File: src/rtl/hsx_pkg.sv
package hsx_pkg;
    typedef enum logic {
        DIR_TO_HOST   = 1'b0,
        DIR_FROM_HOST = 1'b1
    } hsx_dir_e;

    typedef struct packed {
        logic prog_n;
        logic ack_n;
    } hsx_lines_t;
endpackage

File: src/rtl/hsx_mem.sv
module hsx_mem #(
    parameter int W     = 8,
    parameter int DEPTH = 16,
    localparam int AW   = $clog2(DEPTH)
) (
    input  logic          clk,
    input  logic          we,
    input  logic [AW-1:0] waddr,
    input  logic [W-1:0]  wdata,
    input  logic [AW-1:0] raddr,
    output logic [W-1:0]  rdata
);
    logic [W-1:0] mem_q [DEPTH];

    always_ff @(posedge clk) begin
        if (we) mem_q[waddr] <= wdata;
    end

    assign rdata = mem_q[raddr];
endmodule

File: src/rtl/hsx_edge.sv
module hsx_edge
    import hsx_pkg::*;
(
    input  logic clk,
    input  logic rst_n,
    input  logic prog_n,
    input  logic ack_n,
    output logic prev_prog_n,
    output logic pair_chg,
    output logic ack_chg
);
    hsx_lines_t lines_d, lines_q;

    always_comb begin
        lines_d.prog_n = prog_n;
        lines_d.ack_n  = ack_n;
    end

    always_ff @(posedge clk or negedge rst_n) begin
        if (!rst_n) lines_q <= '{prog_n: 1'b1, ack_n: 1'b1};
        else        lines_q <= lines_d;
    end

    assign prev_prog_n = lines_q.prog_n;
    assign ack_chg     = ack_n != lines_q.ack_n;
    assign pair_chg    = ack_chg || (prog_n != lines_q.prog_n);
endmodule

File: src/rtl/hsx_engine.sv
module hsx_engine
    import hsx_pkg::*;
#(
    parameter int DW       = 8,
    parameter int OB_DEPTH = 16,
    parameter int IB_DEPTH = 128,
    localparam int OB_AW   = $clog2(OB_DEPTH),
    localparam int IB_AW   = $clog2(IB_DEPTH),
    localparam int OB_CW   = $clog2(OB_DEPTH + 1),
    localparam int IB_CW   = $clog2(IB_DEPTH + 1)
) (
    input  logic             clk,
    input  logic             rst_n,
    input  logic             prog_n,
    input  logic             ack_n,
    input  logic             dir_from_host,
    input  logic [DW-1:0]    host_byte,
    output logic             req_n,
    output logic [DW-1:0]    tx_byte,
    output logic             shift_evt,
    input  logic             ib_we,
    input  logic [IB_AW-1:0] ib_waddr,
    input  logic [DW-1:0]    ib_wdata,
    input  logic             rp_load,
    input  logic [IB_CW-1:0] rp_len,
    input  logic [OB_AW-1:0] ob_raddr,
    output logic [DW-1:0]    ob_rdata,
    output logic             pkt_done,
    output logic [OB_CW-1:0] pkt_len
);
    typedef struct packed {
        logic             req_n;
        logic [DW-1:0]    tx;
        logic             evt;
        logic             done;
        logic [OB_CW-1:0] done_len;
        logic [OB_CW-1:0] ob_cnt;
        logic [IB_CW-1:0] rd_idx;
        logic [IB_CW-1:0] rp_len;
    } eng_st_t;

    eng_st_t  st_d, st_q;
    hsx_dir_e dir;
    logic     prev_prog_n, pair_chg, ack_chg;
    logic     pending, ob_we;
    logic [DW-1:0] ib_rdata;

    assign dir = hsx_dir_e'(dir_from_host);

    hsx_edge u_edge (
        .clk        (clk),
        .rst_n      (rst_n),
        .prog_n     (prog_n),
        .ack_n      (ack_n),
        .prev_prog_n(prev_prog_n),
        .pair_chg   (pair_chg),
        .ack_chg    (ack_chg)
    );

    // Outbound buffer: written by host bytes, read by the command processor.
    hsx_mem #(.W(DW), .DEPTH(OB_DEPTH)) u_ob_mem (
        .clk  (clk),
        .we   (ob_we),
        .waddr(st_q.ob_cnt[OB_AW-1:0]),
        .wdata(host_byte),
        .raddr(ob_raddr),
        .rdata(ob_rdata)
    );

    // Inbound buffer: filled by the command processor, read at the reply index.
    hsx_mem #(.W(DW), .DEPTH(IB_DEPTH)) u_ib_mem (
        .clk  (clk),
        .we   (ib_we),
        .waddr(ib_waddr),
        .wdata(ib_wdata),
        .raddr(st_q.rd_idx[IB_AW-1:0]),
        .rdata(ib_rdata)
    );

    always_comb begin
        st_d      = st_q;
        st_d.evt  = 1'b0;
        st_d.done = 1'b0;
        ob_we     = 1'b0;
        pending   = st_q.rd_idx < st_q.rp_len;

        if (!prog_n) begin
            if (dir == DIR_FROM_HOST) begin
                if (pair_chg && st_q.ob_cnt < OB_CW'(OB_DEPTH)) begin
                    ob_we       = 1'b1;
                    st_d.ob_cnt = st_q.ob_cnt + OB_CW'(1);
                    st_d.evt    = 1'b1;
                end
            end else if (pending && pair_chg) begin
                st_d.tx     = ib_rdata;
                st_d.rd_idx = st_q.rd_idx + IB_CW'(1);
                st_d.evt    = 1'b1;
                if (st_q.rd_idx + IB_CW'(1) >= st_q.rp_len) st_d.req_n = 1'b1;
            end
        end else if (prev_prog_n && ack_chg) begin
            st_d.req_n = ack_n;
            st_d.evt   = 1'b1;
        end else begin
            if (!prev_prog_n) begin
                st_d.evt = 1'b1;
                if (st_q.ob_cnt != '0) begin
                    st_d.done     = 1'b1;
                    st_d.done_len = st_q.ob_cnt;
                    st_d.ob_cnt   = '0;
                end
            end
            if (pending) st_d.req_n = 1'b0;
        end

        if (rp_load) begin
            st_d.rd_idx = '0;
            st_d.rp_len = rp_len;
            st_d.evt    = 1'b1;
        end
    end

    always_ff @(posedge clk or negedge rst_n) begin
        if (!rst_n) begin
            st_q       <= '0;
            st_q.req_n <= 1'b1;
        end else begin
            st_q <= st_d;
        end
    end

    assign req_n     = st_q.req_n;
    assign tx_byte   = st_q.tx;
    assign shift_evt = st_q.evt;
    assign pkt_done  = st_q.done;
    assign pkt_len   = st_q.done_len;


    ob_bound_chk: assert property (@(posedge clk) disable iff (!rst_n)
        st_q.ob_cnt <= OB_CW'(OB_DEPTH));


    done_len_chk: assert property (@(posedge clk) disable iff (!rst_n)
        st_q.done |-> st_q.done_len != '0);


    done_after_release_chk: assert property (@(posedge clk) disable iff (!rst_n)
        st_q.done |-> ($past(prog_n) && !$past(prev_prog_n)));


    last_byte_req_chk: assert property (@(posedge clk) disable iff (!rst_n)
        (!prog_n && dir == DIR_TO_HOST && pair_chg && pending
         && (st_q.rd_idx + IB_CW'(1) == st_q.rp_len)) |=> req_n);


    drained_quiet_chk: assert property (@(posedge clk) disable iff (!rst_n)
        (!prog_n && dir == DIR_TO_HOST && !pending && !rp_load)
        |=> (!shift_evt && $stable(tx_byte)));


    load_evt_chk: assert property (@(posedge clk) disable iff (!rst_n)
        rp_load |=> (shift_evt && st_q.rd_idx == '0));
endmodule

File: config.mk
export PLATFORM = sky130hd
export DESIGN_NAME = hsx_engine
export DESIGN_NICKNAME = d
export VERILOG_FILES = /design/src/rtl/hsx_pkg.sv /design/src/rtl/hsx_mem.sv /design/src/rtl/hsx_edge.sv /design/src/rtl/hsx_engine.sv
export SDC_FILE = /design/constraint.sdc
export NUM_CORES = 1
export LEC_CHECK = 0
export BUFFER_PORTS_ARGS = -buffer_cell sky130_fd_sc_hd__buf_2
export CAP_MARGIN = 25
export CORE_UTILIZATION = 45
export DETAILED_ROUTE_END_ITERATION = 6
export PLACE_DENSITY = 0.63
export SLEW_MARGIN = 40
export SYNTH_ARGS = -nofsm -noshare
export SYNTH_HDL_FRONTEND = slang
export SYNTH_SLANG_ARGS = --single-unit
export TNS_END_PERCENT = 50
File: constraint.sdc
create_clock -name clk -period 3.35 [get_ports clk]
set_input_delay 0.67 -clock clk [delete_from_list [all_inputs] [get_ports clk]]
set_output_delay 0.67 -clock clk [all_outputs]
set_load 0.03 [all_outputs]
==> results of run 1 <==
## layout by cell type, fill, tap and decap left out, types with 4 or more instances in the layout
cell type,count
edfxtp_1,1152
mux2i_1,313
buf_4,204
nor2_1,161
a22oi_1,152
mux4_2,125
clkbuf_16,119
a21oi_1,87
nand2_1,58
buf_2,56
mux2_2,41
dfrtp_1,34
clkinv_2,29
o22ai_1,25
clkinv_1,24
nor2b_1,22
ha_1,22
buf_12,22
inv_1,20
a221oi_1,20
nand3_1,18
o21ai_0,18
clkbuf_1,15
bufinv_16,14
nand2b_1,11
nor3_1,10
a31oi_1,10
o41ai_1,9
a22oi_2,8
a211oi_1,8
clkinvlp_4,7
nand4_1,6
xnor2_1,6
o21ai_1,5
a21o_1,4
o41ai_2,4
o2111ai_1,4
a211o_1,4
o31ai_1,4
## routing by layer
metal	wire [um]	GRT usage	vias up	share of wire
met5	0	0	-	0
met4	2390	0.0505	0	0.021
met3	8430	0.0351	159	0.074
met2	55000	0.346	964	0.48
met1	48100	0.299	12900	0.42
li1	-	-	10800	-
## power by group
| part | switching, mW | internal (mW) |
|---|---|---|
| clock network | 5.58 | 7.64 |
| registers | 0.137 | 16.5 |
| logic | 1.06 | 0.587 |
## state kept, by name (all words and copies together), names as in the netlist
name / cells
tx_byte: 8
u_edge.prev_prog_n: 1
u_ib_mem.mem_q: 1024
st_q: 21
pkt_len: 5
u_ob_mem.mem_q: 128
shift_evt: 1
req_n: 1
u_edge.lines_q: 1
pkt_done: 1
## synth_stat cells (5+ instances only)
cell,count,area [um2]
edfxtp_1,1152,34600
mux2i_1,313,3130
nor2_1,162,608
a22oi_1,152,1140
mux4_2,125,2820
a21oi_1,87,435
nand2_1,58,218
clkbuf_1,48,180
mux2_2,41,462
dfrtp_1,36,901
buf_2,34,170
buf_4,28,210
buf_6,28,315
o22ai_1,25,156
ha_1,22,275
nor2b_1,22,138
a221oi_1,20,175
inv_1,20,75.1
nand3_1,18,90.1
o21ai_0,18,90.1
nand2b_1,11,68.8
a31oi_1,10,62.6
buf_12,10,200
nor3_1,10,50.1
o41ai_1,9,78.8
a211oi_1,8,60.1
a22oi_2,8,100
buf_8,8,120
buf_1,7,26.3
nand4_1,6,37.5
xnor2_1,6,52.6
o21ai_1,5,25.0
## area by class of cell
type / instances / area [um2] / share of cell area
flip-flops and latches: 1191 / 35600 / 0.654
multi-input cells: 1186 / 10800 / 0.199
clock buffers: 136 / 3060 / 0.0563
repair buffers: 284 / 2270 / 0.0418
well taps: 1380 / 1730 / 0.0317
clock inverters: 85 / 861 / 0.0158
inverters: 20 / 75.1 / 0.00138
## per-stage QoR
| stage | setup slack [ps] | instances | power, mW | area, um2 | hold slack [ps] |
|---|---|---|---|---|---|
| 3_3_place_gp | 312 | 4060 | 18.5 | 50400 | 486 |
| 4_1_cts | 283 | 4282 | 31.7 | 54400 | 76.7 |
| 2_1_floorplan | 392 | 2560 | 17.9 | 47600 | 374 |
| 3_5_place_dp | 314 | 4060 | 18.6 | 50500 | 496 |
| 5_1_grt | 171 | 4282 | 32.3 | 54400 | 90.9 |
| 6_report | 254 | 4282 | 31.5 | 54400 | 119 |
## final timing paths
path	from	to	slack (ps)	cells after the start
worst max register to register	st_q[9]	tx_byte[3]	250	9
min in group asynchronous	rst_n	st_q[17]	520	2
worst min-delay path	ack_n	u_edge.lines_q[0]	120	1
worst max-delay path	st_q[9]	tx_byte[3]	250	9
max in group asynchronous	rst_n	st_q[8]	2400	2
worst min register to register	pkt_len[3]	pkt_len[3]	500	1
## timing repair
| action | in CTS | in global routing |
|---|---|---|
| endpoints found under the hold margin | 36 | 0 |
| setup buffers | 0 | 0 |
| hold buffers | 1 | 0 |
## cells by family (layout without fill, tap and decap cells)
kind of cell               after synthesis  count (layout)
buffers and inverters                  183             525
muxes                                  483             483
xor gates and xnor gates                 8               8
DFF                                   1191            1191
adders and majority gates               22              22
AOI/OAI and AO/OA                      372             372
and+or+nand+nor                        301             301
## critical path: cells and delay by family, from the launching register on
family	cells	cell delay (ps)
AOI/OAI and AO/OA	4	1150
buffers and inverters	3	790
DFF	1	690
muxes	2	280
==> impl_results.md, run 1 <==
* Status: completed
* Number of diodes at 0
* Vias per inst at 5.81
* XOR/XNOR Fraction of Synth Area at 0.00147
* Multiplexer share of the synthesized area at 0.136
* Clk_skew at around 21 ps
* Crit path max-delay cell type: dfrtp_4
* Yosys Warn Count at 0
* Final Core Density at 0.522
* Root Driver: clkbuf_16
* Fillers at roughly 8300
* CP max stage delay at 690 ps
* Worst skew pair latency at roughly 700 ps
* Fraction of layout cells with a size suffix above 1 at 0.227
* Mapped Nets at 2624
* RD Place Congestion at 0.863
* Yosys reg bits at 1191
* DR iter-0 viols at about 2800
* Largest family of logic cells by synthesized area: multiplexers
* Global-route wire length before repair at ~170 mm
* Final wirelength at around 110 mm
* Die Y at 327 um
* CTS buffer count at ~120
* Synth Cell Area at 47600 um2
* Unrepaired setup endpoints after global routing: no
* Antenna viol nets, final at 0
* Setup CP Type: reg2reg
* Hold Vio Cnt, Final at 0
* Num rows at around 120
* Synth Area in Compound Gates at 0.0547
* Slew Viols, Final at 0
* Tot GR Track Use at 0.212
* I/O pin count at 66
* Main synth FF type: edfxtp_1
* Min cycle time layout at around 3100 ps
* Avg Cell Area, Syn at 18.6 um2
* Sum of negative setup slack at 0 ps
* Synth cell types at a little under 60
* Largest net degree at the start of global routing at around 110
* Syn-to-layout area delta at 14.2%
* Die Wd at approximately 330 um
* Synth Area in Simple Gates at 0.0276
* PortBufs at 65
* Max Freq at 323 MHz
* Cell Pwr Density at 579 nW/um2
* Routed vias at between 20000 and 25000
* Vias in the first global route at approximately 25000
* Maximum VDD drop at 0.000513 V
* Clk slew on worst S/H paths at around 60 ps
* Hold Crit Class: in2reg
* Initial antenna violation count at 2
* Crit path launch type: flip-flop
* Wire per inst at ~27 um
* Adder-cell share of the synthesized area at 0.00578
* CTS HTree Levels at 3
* CP endpoint kind: flip-flop
* CP Cell Sequence: buf_12 -> buf_4 -> mux2i_1 -> a22oi_1 -> a21oi_1 -> o41ai_1 -> buf_4 -> o2111ai_1 -> mux2i_1
* Post-synthesis sequential area ratio at 0.747
* Post-DP HPWL at 71.4 mm
* Crit path max fanout at 38
* CP arrival at 3700 ps
* Initial Util at 0.457
* Total gr overflow at 0
* Max Cap Viol at 0
* Die ar. at 107000 um2
* Post-synth EDFFs at ~1200
* Slew HR at 0.456
* Post-CTS sizing at 0
* DRC at 0
* Post-Syn Instances at about 2600
* NumNets Final at around 2900
* Worst-Margin Slew at about 810 ps
* TritonRoute pass-1 iters at 5
* P_leak at between 15 and 20 nW
* Async S/R FF share, synth at 0.0327
* Setup violators final at 0
* Req. time, crit path at between 3000 and 4000 ps
* Tcrit/Tclk final at 0.924
* Max clock buf depth at 3
* TritonCTS clock tree: built
* Core Footprint at roughly 100000 um2
* Clock Sinks at 1191
Power figures use the tool's default switching activity.
==> run 2: changes to the inputs <==
--- a/config.mk
+++ b/config.mk
@@ -7,6 +7,7 @@
 export LEC_CHECK = 0
 export BUFFER_PORTS_ARGS = -buffer_cell sky130_fd_sc_hd__buf_2
 export CAP_MARGIN = 25
+export CORE_MARGIN = 2
 export CORE_UTILIZATION = 45
 export DETAILED_ROUTE_END_ITERATION = 6
 export PLACE_DENSITY = 0.63
==> impl_results.md, run 2 (synthesis gave the netlist of run 1 again) <==
* Status: completed
* Clk_skew at 18.2 ps (-2.31 ps)
* Final WS setup at 248 ps (-5.90 ps)
* Biggest register: u_ib_mem.mem_q
* Fraction of layout cells with a size suffix above 1 at 0.210 (-0.0172)
* Slew HR at 0.438 (-0.0176)
* Post-DP HPWL at 68.3 mm (-4.3%)
* Slew Viols, Final at 0 (unchanged)
* DR iter-0 viols at 2758 (-0.51%)
* Hold Vio Cnt, Final at 0 (unchanged)
* GR Layer Usage met1 at 0.289 (-0.0104)
* Wire per inst at 26.3 um (-1.1%)
* Worst skew pair latency at 690 ps (about the same)
* Num rows at 119 (+0.85%)
* RD Place Congestion at 0.811 (-6.0%)
* CTS buffer count at 117 (unchanged)
* Final wirelength at 111 mm (-2.2%)
* Min cycle time layout at 3100 ps (+5.90 ps)
* Hold Crit Class: in2reg
* CP endpoint kind: flip-flop
* Root Driver: clkbuf_16
* Tot GR Track Use at 0.205 (-0.00698)
* Crit path max fanout at 68 (+79%)
* Hold depth at 1 (unchanged)
* Die ar. at 108000 um2 (+1.2%)
* Tcrit/Tclk final at 0.926 (+0.00176)
* Syn-to-layout area delta at 13.1%
* Largest net degree at the start of global routing at 129 (+18%)
* Die Wd at 329 um (+0.61%)
* Clock Sinks at 1191 (unchanged)
* Crit path launch type: flip-flop
* PortBufs at 65 (unchanged)
* Req. time, crit path at 3960 ps (about the same)
* Initial antenna violation count at 0 (-2)
* TritonRoute pass-1 iters at 7 (+2)
* Met2 Track Usage GR at 0.334 (-0.0114)
* Most frequent cells in the layout: edfxtp_1, mux2i_1, a22oi_1
* Vias in the first global route at 25000 (-0.74%)
* CTS HTree Levels at 3 (unchanged)
* Worst Reg-to-Reg Cells at 8 (-1)
* CP arrival at 3720 ps (+20 ps)
* Worst slack, placed at 270 ps (-43.4 ps)
* I/O pin count at 66 (unchanged)
* M3 GR Usage at 0.0335 (-0.00158)
* DRC at 0 (unchanged)
* Max Freq at 322 MHz (-0.19%)
* Clk slew on worst S/H paths at 60 ps (about the same)
* Setup violators final at 0 (unchanged)
* P_leak at 16.7 nW (-2.0%)
* Max Cap Viol at 0 (unchanged)
* Hold_ws at 125 ps (+5.88 ps)
* Global-route wire length before repair at 164 mm (-2.1%)
* NumNets Final at 2808 (-2.0%)
* Cell Pwr Density at 582 nW/um2 (+0.60%)
* Post-CTS sizing at 0 (unchanged)
* Total gr overflow at 0 (unchanged)
* TritonCTS clock tree: built
* Sum of negative setup slack at 0 ps (unchanged)
* Worst-Margin Slew at 843 ps (+29.4 ps)
* Maximum VDD drop at 0.000471 V (-8.2%)
* Top Registers: u_ib_mem.mem_q x1024, u_ob_mem.mem_q x128, st_q x21
* Vias per inst at 5.82 (+0.31%)
* Grt peak-use layer: met2
* Initial Util at 0.453 (-0.00384)
* Setup CP Type: reg2reg
* Die Y at 329 um (+0.61%)
* Setup Fix Bufs, Post-CTS at 0 (unchanged)
* Routed vias at 24700 (-0.86%)
* Unrepaired setup endpoints after global routing: no
* Core Footprint at 105000 um2 (+0.85%)
* Max reg flops at 1024 (unchanged)
* Commonest non-fill, non-tap cell in the layout: edfxtp_1
* Antenna viol nets, final at 0 (unchanged)
* Max clock buf depth at 3 (unchanged)
* Total power at 31.4 mW (-0.30%)
-- run 2: cell count changes in the layout (fill, tap and decap cells not counted), sizes merged --
cell | previous run | this run
inv | 23 | 25
buf | 283 | 227
clkinv | 60 | 40
clkinvlp | 8 | 3
clkbuf | 136 | 151
bufinv | 14 | 16
diode | 0 | 1
-- run 2: layout make-up --
| type | count | area [um2] |
|---|---|---|
| clock inverters | 64 | 747 |
| diodes | 1 | 2.50 |
| repair buffers | 228 | 1820 |
| multi-input cells | 1186 | 10800 |
| flip-flops and latches | 1191 | 35600 |
| well taps | 1391 | 1740 |
| inverters | 20 | 75.1 |
| clock buffers | 151 | 3110 |
| fillers | 8343 | 51200 |
-- run 2: worst max-delay path, cell delays in order (launching register included) --
cell	delay [ps]
dfrtp_1	720
buf_4	270
nor2_4	50
buf_12	190
a22oi_1	410
a21oi_1	150
o41ai_1	690
o2111ai_1	220
mux2i_1	180
-- run 2: power breakdown --
part	leakage, nW	switching (mW)	total, mW	internal [mW]
Sequential	10.8	0.125	16.6	16.5
Clock	1.88	5.40	13.2	7.75
Combinational	3.97	1.05	1.62	0.570
-- run 2: metrics by stage --
step	instances	utilization	cell area [um2]
floorplan	2560	-	47600
global placement	4015	0.476	50000
detailed placement	4015	0.476	50000
CTS	4230	0.512	53800
global route	4231	0.513	53900
finish	4232	0.513	53900
-- run 2: final timing paths --
| check | slack [ps] | endpoint | start |
|---|---|---|---|
| min reg2reg | 500 | pkt_len[4] | pkt_len[4] |
| min | 120 | u_edge.lines_q[0] | ack_n |
| min in group asynchronous | 510 | st_q[13] | rst_n |
| max reg2reg | 250 | tx_byte[1] | st_q[10] |
| max | 250 | tx_byte[1] | st_q[10] |
| max in group asynchronous | 2460 | st_q[8] | rst_n |
-- run 2: repair_timing --
item | 4_1_cts | 5_1_grt
endpoints found under the hold margin | 0 | 36
hold buffers | 0 | 1
setup endpoints to repair | 0 | 0
-- run 2: metal layers --
layer,vias to the layer above,routed length [um]
li1,10700,-
met1,12900,47600
met2,935,53700
met3,153,7680
met4,0,2400
met5,-,0
